<file path="src/rtl/nvm_seq_pkg.sv">
package nvm_seq_pkg;

  typedef enum logic [1:0] {
    OP_PROG   = 2'd0,
    OP_PERASE = 2'd1,
    OP_MERASE = 2'd2,
    OP_RSV    = 2'd3
  } op_e;

  typedef enum logic [2:0] {
    ST_IDLE  = 3'd0,
    ST_SETUP = 3'd1,
    ST_TRAN  = 3'd2,
    ST_PULSE = 3'd3,
    ST_HOLD  = 3'd4,
    ST_RECOV = 3'd5
  } state_e;

  // indices into the phase count array
  localparam int CI_SETUP  = 0;
  localparam int CI_TRAN   = 1;
  localparam int CI_PROG   = 2;
  localparam int CI_PERASE = 3;
  localparam int CI_MERASE = 4;
  localparam int CI_HOLD   = 5;
  localparam int CI_MHOLD  = 6;
  localparam int CI_RECOV  = 7;
  localparam int NCNT      = 8;

  // write addresses: count i sits at CNT_BASE+i
  localparam logic [3:0] ADDR_DIV   = 4'd0;
  localparam int         CNT_BASE   = 1;
  localparam logic [3:0] ADDR_LIMIT = 4'd9;

  // scale exponents
  localparam logic [3:0] SH_UNIT  = 4'd0;
  localparam logic [3:0] SH_EIGHT = 4'd3;
  localparam logic [3:0] SH_ERASE = 4'd12;
  localparam int         SH_MAX   = 12;

endpackage

</file>
<file path="src/rtl/nvm_cfg_regs.sv">
module nvm_cfg_regs
  import nvm_seq_pkg::*;
#(
  parameter int DW    = 8,
  parameter int CW    = 8,
  parameter int SW    = 16,
  parameter int BUS_W = 16
) (
  input  logic             clk,
  input  logic             rst,
  input  logic             we_i,
  input  logic [3:0]       addr_i,
  input  logic [BUS_W-1:0] wdata_i,
  output logic [DW-1:0]    div_o,
  output logic [CW-1:0]    cnt_o [NCNT],
  output logic [SW-1:0]    limit_o
);

  always_ff @(posedge clk) begin
    if (rst) begin
      div_o <= '0;
    end else if (we_i && addr_i == ADDR_DIV) begin
      div_o <= wdata_i[DW-1:0];
    end
  end

  always_ff @(posedge clk) begin
    if (rst) begin
      limit_o <= '1;
    end else if (we_i && addr_i == ADDR_LIMIT) begin
      limit_o <= wdata_i[SW-1:0];
    end
  end

  for (genvar gi = 0; gi < NCNT; gi++) begin : g_cnt
    localparam logic [3:0] MY_ADDR = 4'(CNT_BASE + gi);
    always_ff @(posedge clk) begin
      if (rst) begin
        cnt_o[gi] <= '0;
      end else if (we_i && addr_i == MY_ADDR) begin
        cnt_o[gi] <= wdata_i[CW-1:0];
      end
    end
  end

endmodule

</file>
<file path="src/rtl/nvm_phase_timer.sv">
module nvm_phase_timer #(
  parameter int DW = 8,
  parameter int UW = 21
) (
  input  logic          clk,
  input  logic          rst,
  input  logic          clr_i,
  input  logic [DW-1:0] div_i,
  input  logic [UW-1:0] last_i,
  output logic          fin_o
);

  logic [DW-1:0] pre_q;
  logic [UW-1:0] unit_q;
  logic          pre_wrap;

  assign pre_wrap = (pre_q == div_i);
  assign fin_o    = pre_wrap && (unit_q == last_i);

  always_ff @(posedge clk) begin
    if (rst || clr_i) begin
      pre_q  <= '0;
      unit_q <= '0;
    end else if (pre_wrap) begin
      pre_q  <= '0;
      unit_q <= unit_q + UW'(1);
    end else begin
      pre_q <= pre_q + DW'(1);
    end
  end


  unit_bound_chk: assert property (@(posedge clk) disable iff (rst)
    unit_q <= last_i);


  pre_bound_chk: assert property (@(posedge clk) disable iff (rst)
    pre_q <= div_i);

endmodule

</file>
<file path="src/rtl/nvm_stress_meter.sv">
module nvm_stress_meter #(
  parameter int SW = 16
) (
  input  logic          clk,
  input  logic          rst,
  input  logic          inc_i,
  input  logic          clr_i,
  input  logic [SW-1:0] limit_i,
  output logic          over_o
);

  logic [SW-1:0] tot_q;
  logic [SW-1:0] tot_d;

  always_comb begin
    tot_d = tot_q;
    if (clr_i) begin
      tot_d = '0;
    end else if (inc_i && tot_q != '1) begin
      tot_d = tot_q + SW'(1);
    end
  end

  always_ff @(posedge clk) begin
    if (rst) begin
      tot_q  <= '0;
      over_o <= 1'b0;
    end else begin
      tot_q  <= tot_d;
      over_o <= (tot_d > limit_i);
    end
  end


  erase_clear_chk: assert property (@(posedge clk) disable iff (rst)
    clr_i |=> !over_o);

endmodule

</file>
<file path="src/rtl/nvm_pulse_seq.sv">
module nvm_pulse_seq
  import nvm_seq_pkg::*;
#(
  parameter int DW    = 8,
  parameter int CW    = 8,
  parameter int SW    = 16,
  parameter int BUS_W = 16
) (
  input  logic             clk,
  input  logic             rst,
  input  logic             cfg_we,
  input  logic [3:0]       cfg_addr,
  input  logic [BUS_W-1:0] cfg_wdata,
  input  logic             start_i,
  input  logic [1:0]       op_i,
  output logic             prog_en_o,
  output logic             erase_en_o,
  output logic             nvstr_o,
  output logic             pulse_o,
  output logic             busy_o,
  output logic             done_o,
  output logic             seq_err_o,
  output logic             over_stress_o
);

  localparam int UW = CW + SH_MAX + 1;

  logic [DW-1:0] cfg_div;
  logic [CW-1:0] cfg_cnt [NCNT];
  logic [SW-1:0] cfg_limit;

  nvm_cfg_regs #(.DW(DW), .CW(CW), .SW(SW), .BUS_W(BUS_W)) u_cfg (
    .clk     (clk),
    .rst     (rst),
    .we_i    (cfg_we),
    .addr_i  (cfg_addr),
    .wdata_i (cfg_wdata),
    .div_o   (cfg_div),
    .cnt_o   (cfg_cnt),
    .limit_o (cfg_limit)
  );

  state_e        st, nxt;
  op_e           snap_op, op_eff, op_req;
  logic [DW-1:0] snap_div;
  logic [CW-1:0] snap_cnt [NCNT];
  logic          accept, reject;
  logic          tmr_clr, tmr_fin;
  logic [CW-1:0] base;
  logic [3:0]    sh;
  logic [UW-1:0] last;

  assign op_req = op_e'(op_i);
  assign accept = start_i && (st == ST_IDLE) && (op_req != OP_RSV);
  assign reject = start_i && !accept;
  assign op_eff = accept ? op_req : snap_op;

  // phase target in prescaled units, minus one
  always_comb begin
    base = '0;
    sh   = SH_UNIT;
    unique case (st)
      ST_SETUP: base = snap_cnt[CI_SETUP];
      ST_TRAN:  base = snap_cnt[CI_TRAN];
      ST_PULSE: begin
        unique case (snap_op)
          OP_PERASE: begin base = snap_cnt[CI_PERASE]; sh = SH_ERASE; end
          OP_MERASE: begin base = snap_cnt[CI_MERASE]; sh = SH_ERASE; end
          default:   begin base = snap_cnt[CI_PROG];   sh = SH_EIGHT; end
        endcase
      end
      ST_HOLD: begin
        if (snap_op == OP_MERASE) begin
          base = snap_cnt[CI_MHOLD];
          sh   = SH_EIGHT;
        end else begin
          base = snap_cnt[CI_HOLD];
        end
      end
      ST_RECOV: base = snap_cnt[CI_RECOV];
      default:  base = '0;
    endcase
  end

  assign last    = ((UW'(base) + UW'(1)) << sh) - UW'(1);
  assign tmr_clr = (st == ST_IDLE) || tmr_fin;

  nvm_phase_timer #(.DW(DW), .UW(UW)) u_tmr (
    .clk    (clk),
    .rst    (rst),
    .clr_i  (tmr_clr),
    .div_i  (snap_div),
    .last_i (last),
    .fin_o  (tmr_fin)
  );

  always_comb begin
    nxt = st;
    unique case (st)
      ST_IDLE:  if (accept) nxt = ST_SETUP;
      ST_SETUP: if (tmr_fin) nxt = (snap_op == OP_PROG) ? ST_TRAN : ST_PULSE;
      ST_TRAN:  if (tmr_fin) nxt = ST_PULSE;
      ST_PULSE: if (tmr_fin) nxt = ST_HOLD;
      ST_HOLD:  if (tmr_fin) nxt = ST_RECOV;
      ST_RECOV: if (tmr_fin) nxt = ST_IDLE;
      default:  nxt = ST_IDLE;
    endcase
  end

  logic en_phase;
  assign en_phase = (nxt == ST_SETUP) || (nxt == ST_TRAN) || (nxt == ST_PULSE);

  always_ff @(posedge clk) begin
    if (rst) begin
      st         <= ST_IDLE;
      prog_en_o  <= 1'b0;
      erase_en_o <= 1'b0;
      nvstr_o    <= 1'b0;
      pulse_o    <= 1'b0;
      busy_o     <= 1'b0;
      done_o     <= 1'b0;
      seq_err_o  <= 1'b0;
    end else begin
      st         <= nxt;
      prog_en_o  <= en_phase && (op_eff == OP_PROG);
      erase_en_o <= en_phase && (op_eff != OP_PROG);
      nvstr_o    <= (nxt == ST_TRAN) || (nxt == ST_PULSE) || (nxt == ST_HOLD);
      pulse_o    <= (nxt == ST_PULSE);
      busy_o     <= (nxt != ST_IDLE);
      done_o     <= (st == ST_RECOV) && tmr_fin;
      seq_err_o  <= seq_err_o || reject;
    end
  end

  always_ff @(posedge clk) begin
    if (rst) begin
      snap_op  <= OP_PROG;
      snap_div <= '0;
      snap_cnt <= '{default: '0};
    end else if (accept) begin
      snap_op  <= op_req;
      snap_div <= cfg_div;
      snap_cnt <= cfg_cnt;
    end
  end

  nvm_stress_meter #(.SW(SW)) u_stress (
    .clk     (clk),
    .rst     (rst),
    .inc_i   (prog_en_o && pulse_o),
    .clr_i   (accept && (op_req != OP_PROG)),
    .limit_i (cfg_limit),
    .over_o  (over_stress_o)
  );


  excl_enable_chk: assert property (@(posedge clk) disable iff (rst)
    !(prog_en_o && erase_en_o));


  pulse_in_store_chk: assert property (@(posedge clk) disable iff (rst)
    pulse_o |-> (nvstr_o && busy_o));


  setup_first_chk: assert property (@(posedge clk) disable iff (rst)
    $rose(nvstr_o) |-> $past(prog_en_o || erase_en_o));


  done_edge_chk: assert property (@(posedge clk) disable iff (rst)
    done_o |-> (!busy_o && $past(busy_o)));


  busy_start_err_chk: assert property (@(posedge clk) disable iff (rst)
    (start_i && busy_o) |=> seq_err_o);


  snap_hold_chk: assert property (@(posedge clk) disable iff (rst)
    (busy_o && $past(busy_o)) |-> ($stable(snap_div) && $stable(snap_op)));

endmodule

</file>
<file path="config.mk">
export PLATFORM = sky130hd
export DESIGN_NAME = nvm_pulse_seq
export DESIGN_NICKNAME = d
export VERILOG_FILES = /design/src/rtl/nvm_seq_pkg.sv /design/src/rtl/nvm_cfg_regs.sv /design/src/rtl/nvm_phase_timer.sv /design/src/rtl/nvm_stress_meter.sv /design/src/rtl/nvm_pulse_seq.sv
export SDC_FILE = /design/constraint.sdc
export NUM_CORES = 1
export LEC_CHECK = 0
export BUFFER_PORTS_ARGS = -buffer_cell sky130_fd_sc_hd__buf_2
export CAP_MARGIN = 20
export CORE_MARGIN = 1
export CORE_UTILIZATION = 45
export CTS_CLUSTER_SIZE = 14
export DETAILED_ROUTE_END_ITERATION = 12
export PLACE_DENSITY = 0.66
export SLEW_MARGIN = 20
export SYNTH_ARGS = -nofsm -noshare
export SYNTH_HDL_FRONTEND = slang
export SYNTH_SLANG_ARGS = --single-unit
</file>
<file path="constraint.sdc">
create_clock -name clk -period 6.2 [get_ports clk]
set_clock_uncertainty 0.05 [all_clocks]
set_input_delay 0.93 -clock clk [delete_from_list [all_inputs] [get_ports clk]]
set_output_delay 0.93 -clock clk [all_outputs]
set_load 0.005 [all_outputs]
</file>
==> qor.tcl <==
set qor(post_cts_buffers) 0
set qor(via_per_inst) 5.505
set qor(internal_mw) 2.539
set qor(fmax_ghz) 0.1794
set qor(first_global_vias) 8222
set qor(hold_viol) 0
set qor(synthCells) 1303
set qor(crit_required_ns) 6.57
set qor(die_w_um) 158.4
set qor(worst_ir_drop_vdd_uv) 210.0
set qor(grt_start_max_net_pins) 118
set qor(cts_made_buffers) 24
set qor(reg2reg_slack_ns) 0.63
set qor(cts.sink_count) 218
set qor(floorplan.initialDensity_pct) 46.36
set qor(crit_fanout) 14
set qor(num_io_pins) 34
set qor(synth_async_sr_flop_share_pct) 0
set qor(grt_use_total_pct) 21.50
set qor(worst-endpoint-arrival_ns) 5.94
set qor(ctsLongestPathBuffers) 3
set qor(final_core_utilization_pct) 50.96
set qor(power_per_cell_area_mw_per_mm2) 300.4
set qor(fill_cells) 2267
set qor(route.detailed.drc) 0
set qor(crit_path_start) {snap_op[0]}
set qor(yosysUniqueCellTypes) 93
set qor(postSynthAreaPerCell_um2) 8.451
set qor(synth.ff_latch_count) 218
set qor(slew_viol_final) 0
set qor(holdWs_ns) 0.3979
set qor(worstSetupPathType) {flip-flop to flip-flop}
set qor(floorplan.die.height_um) 158.4
set qor(syn_to_final_growth_pct) 9.919
set qor(switching_portion_of_total_power_pct) 30.16
set qor(layout_min_cycle_time_ns) 5.575
set qor(drt-initial-drc-count) 621
set qor(drv.max_cap_violation_count) 0
set qor(slew-limit-headroom_pct) 30.25
set qor(globalplace.congestion) 0.9188
set qor(insertedDiodeCount) 0
set qor(power_frac_comb_pct) 20.1
set qor(rr_worst_depth) 21
set qor(post_cts_resized) 0
set qor(syn-cell-area_mm2) 0.01101
set qor(crit_path_start_kind) {flip-flop}
set qor(switchingPower_mw) 1.097
set qor(root_buffer) {sky130_fd_sc_hd__clkbuf_16}
set qor(final_nets) 1346
set qor(fp.dieArea_mm2) 0.02510
set qor(number_of_h_tree_levels) 1
set qor(routed_wire_length_per_instance_um) 16.10
set qor(worst_hold_path_type) {flip-flop to flip-flop}
set qor(postSynth.topFlopCell) {sky130_fd_sc_hd__dfxtp_1}
set qor(std_cell_rows) 56
set qor(vias) 8973
set qor(cts.reportedPaths.clkPinSlew_ns) 0.06
set qor(outcome) {finished, final reports clean}
set qor(hpwl_mm) 17.93
set qor(p_seq_share_pct) 40.6
set qor(netlist_top_cells_area) {sky130_fd_sc_hd__dfxtp_1, sky130_fd_sc_hd__mux2i_1, sky130_fd_sc_hd__nand2_1}
set qor(synth_area_leader_cell) {sky130_fd_sc_hd__dfxtp_1}
set qor(tns_ns) 0
set qor(grt_overflow) 0
set qor(yosys_warnings) 0
set qor(yosys.cell_count.top_type) {sky130_fd_sc_hd__dfxtp_1}
set qor(sequential_to_total_area_share_from_yosys_stat_pct) 39.63
set qor(crit-reg2reg-launch) {snap_op[0]}
set qor(core_area_mm2) 0.02375
set qor(initial_antenna_violation_count) 0
set qor(post-route-period-util_pct) 89.91
set qor(drt_pass1_iterations) 5
set qor(power.share.clock_pct) 39.3
set qor(final_layout_size_suffix_gt1_share_pct) 10.76
set qor(worst_setup_path_end_kind) {flip-flop}
set qor(clock_tree_from_tritoncts) {built}
set qor(cts_hold_buffers) 0
set qor(crit_end) {u_tmr.unit_q[9]}
set qor(port_buffers) 33
set qor(final_setup_violation_count) 0
set qor(totalWireLength_mm) 26.25
set qor(worst_skew_pair.late_latency_ns) 0.54
set qor(global_route_wire_length_before_repair_mm) 43.06
set qor(syn_nets) 1354
set qor(yosys.area.top_type_share_pct) 39.63
set qor(synth.top_cells.by_count) {sky130_fd_sc_hd__dfxtp_1, sky130_fd_sc_hd__nand2_1, sky130_fd_sc_hd__nor2_1}
set qor(route.antenna.remaining_nets) 0
set qor(count_of_flip_flops_with_a_built_in_enable_after_synthesis) 0
set qor(cellLeakagePower_nw) 4.710
set qor(worst_reg2reg_path_endpoint) {u_tmr.unit_q[9]}
set qor(worstMarginPinSlew_ns) 1.042
set qor(unrepaired_setup_endpoints_after_global_routing) {no}
-- worst min path at each step --
stage,from,end,cells past startpoint
global route,u_cfg.div_o[2],snap_div[2],2
floorplan,u_cfg.cnt_o[46],snap_cnt[46],2
CTS,u_cfg.cnt_o[51],snap_cnt[51],2
detailed placement,u_cfg.cnt_o[47],snap_cnt[47],2
finish,u_cfg.cnt_o[25],snap_cnt[25],2
global placement,u_cfg.cnt_o[11],snap_cnt[11],2
-- through the flow --
stage / instance area (um^2) / cells / total power [mW] / worst slack (ns)
floorplan: 11010 / 1303 / 2.063 / 1.337
global placement: 11310 / 1588 / 2.228 / 0.8375
detailed placement: 11310 / 1588 / 2.234 / 0.6690
CTS: 12100 / 1630 / 3.665 / 0.6630
global route: 12100 / 1630 / 3.793 / 0.1622
finish: 12100 / 1630 / 3.636 / 0.6254
-- sequential cells by signal, summed over array words and instances (netlist names) --
register         flops
u_cfg.limit_o       16
snap_op              2
done_o               1
st                   3
erase_en_o           1
u_stress.over_o      1
nvstr_o              1
busy_o               1
snap_cnt            64
pulse_o              1
snap_div             8
u_cfg.div_o          8
u_tmr.pre_q          8
prog_en_o            1
u_tmr.unit_q        21
u_stress.tot_q      16
seq_err_o            1
u_cfg.cnt_o         64
-- metal layers --
layer  share of wire (%)  routed length, um  global-route usage, %  vias to the layer above
met5                   0                  0                      0                        -
met4                 2.3                603                  6.273                        0
li1                    -                  -                      -                     4490
met3                 5.0               1318                  2.885                       43
met2                  43              11370                  33.12                      228
met1                  49              12960                  31.09                     4212
-- critical path: stages (launching register included) --
cell,delay (ns)
sky130_fd_sc_hd__dfxtp_1,0.37
sky130_fd_sc_hd__inv_1,0.08
sky130_fd_sc_hd__ha_1,0.35
sky130_fd_sc_hd__buf_4,0.27
sky130_fd_sc_hd__a22oi_1,0.23
sky130_fd_sc_hd__o22ai_2,0.14
sky130_fd_sc_hd__nor3_2,0.44
sky130_fd_sc_hd__nor2_1,0.08
sky130_fd_sc_hd__ha_1,0.23
sky130_fd_sc_hd__inv_1,0.09
sky130_fd_sc_hd__nor3_1,0.06
sky130_fd_sc_hd__a41oi_1,0.25
sky130_fd_sc_hd__nand3_1,0.15
sky130_fd_sc_hd__a221oi_2,0.40
sky130_fd_sc_hd__o21bai_1,0.20
sky130_fd_sc_hd__or4_4,0.53
sky130_fd_sc_hd__a21oi_1,0.17
sky130_fd_sc_hd__o221ai_1,0.18
sky130_fd_sc_hd__nor4_4,0.44
sky130_fd_sc_hd__a31o_2,0.48
sky130_fd_sc_hd__buf_4,0.21
sky130_fd_sc_hd__nor2_1,0.05
-- final cells by class --
cell class / count / area, um^2 / share of cell area (%)
well taps: 319 / 399.1 / 3.298
clock inverters: 8 / 117.6 / 0.9717
inverters: 27 / 101.3 / 0.8373
clock buffers: 34 / 678.2 / 5.603
repair buffers: 56 / 344.1 / 2.843
flip-flops and latches: 218 / 4364 / 36.06
multi-input cells: 968 / 6100 / 50.39
-- power by group through the flow --
stage	registers (mW)	clock network [mW]	logic (mW)
after floorplan	1.48	0	0.578
after global placement	1.51	0	0.722
after detailed placement	1.51	0	0.727
after CTS	1.48	1.46	0.728
after global routing	1.48	1.51	0.800
final	1.48	1.43	0.730
-- placed cells by master, fill, tap and decap left out, types with 5 or more instances in the layout --
master / count
sky130_fd_sc_hd__a31oi_1: 6
sky130_fd_sc_hd__nor2_1: 182
sky130_fd_sc_hd__and3_1: 15
sky130_fd_sc_hd__nand3_1: 25
sky130_fd_sc_hd__clkbuf_16: 24
sky130_fd_sc_hd__dfxtp_1: 218
sky130_fd_sc_hd__a211o_1: 18
sky130_fd_sc_hd__nor3_1: 34
sky130_fd_sc_hd__buf_2: 32
sky130_fd_sc_hd__xor2_1: 33
sky130_fd_sc_hd__clkbuf_1: 6
sky130_fd_sc_hd__nand2b_1: 8
sky130_fd_sc_hd__buf_4: 23
sky130_fd_sc_hd__xnor2_1: 43
sky130_fd_sc_hd__mux2i_1: 86
sky130_fd_sc_hd__o22ai_1: 5
sky130_fd_sc_hd__or2_2: 6
sky130_fd_sc_hd__a21oi_1: 97
sky130_fd_sc_hd__nand3b_1: 15
sky130_fd_sc_hd__o21ai_0: 10
sky130_fd_sc_hd__a41oi_1: 8
sky130_fd_sc_hd__inv_1: 27
sky130_fd_sc_hd__a22oi_1: 9
sky130_fd_sc_hd__ha_1: 25
sky130_fd_sc_hd__nand4_1: 21
sky130_fd_sc_hd__nand2_1: 188
sky130_fd_sc_hd__a211oi_1: 5
sky130_fd_sc_hd__and2_1: 11
sky130_fd_sc_hd__nor2b_1: 12
-- kinds of logic after synthesis --
kind of cell	Yosys count	synth area share (%)
AO/OA/AOI/OAI	220	14.26
adder cells (fa/ha/maj)	25	2.841
multiplexers	86	7.817
buffers and inverters	117	5.079
XOR/XNOR	77	6.193
AND/OR/NAND/NOR	560	24.18
flip-flops	218	39.63
(Power assumes the default switching activity.)
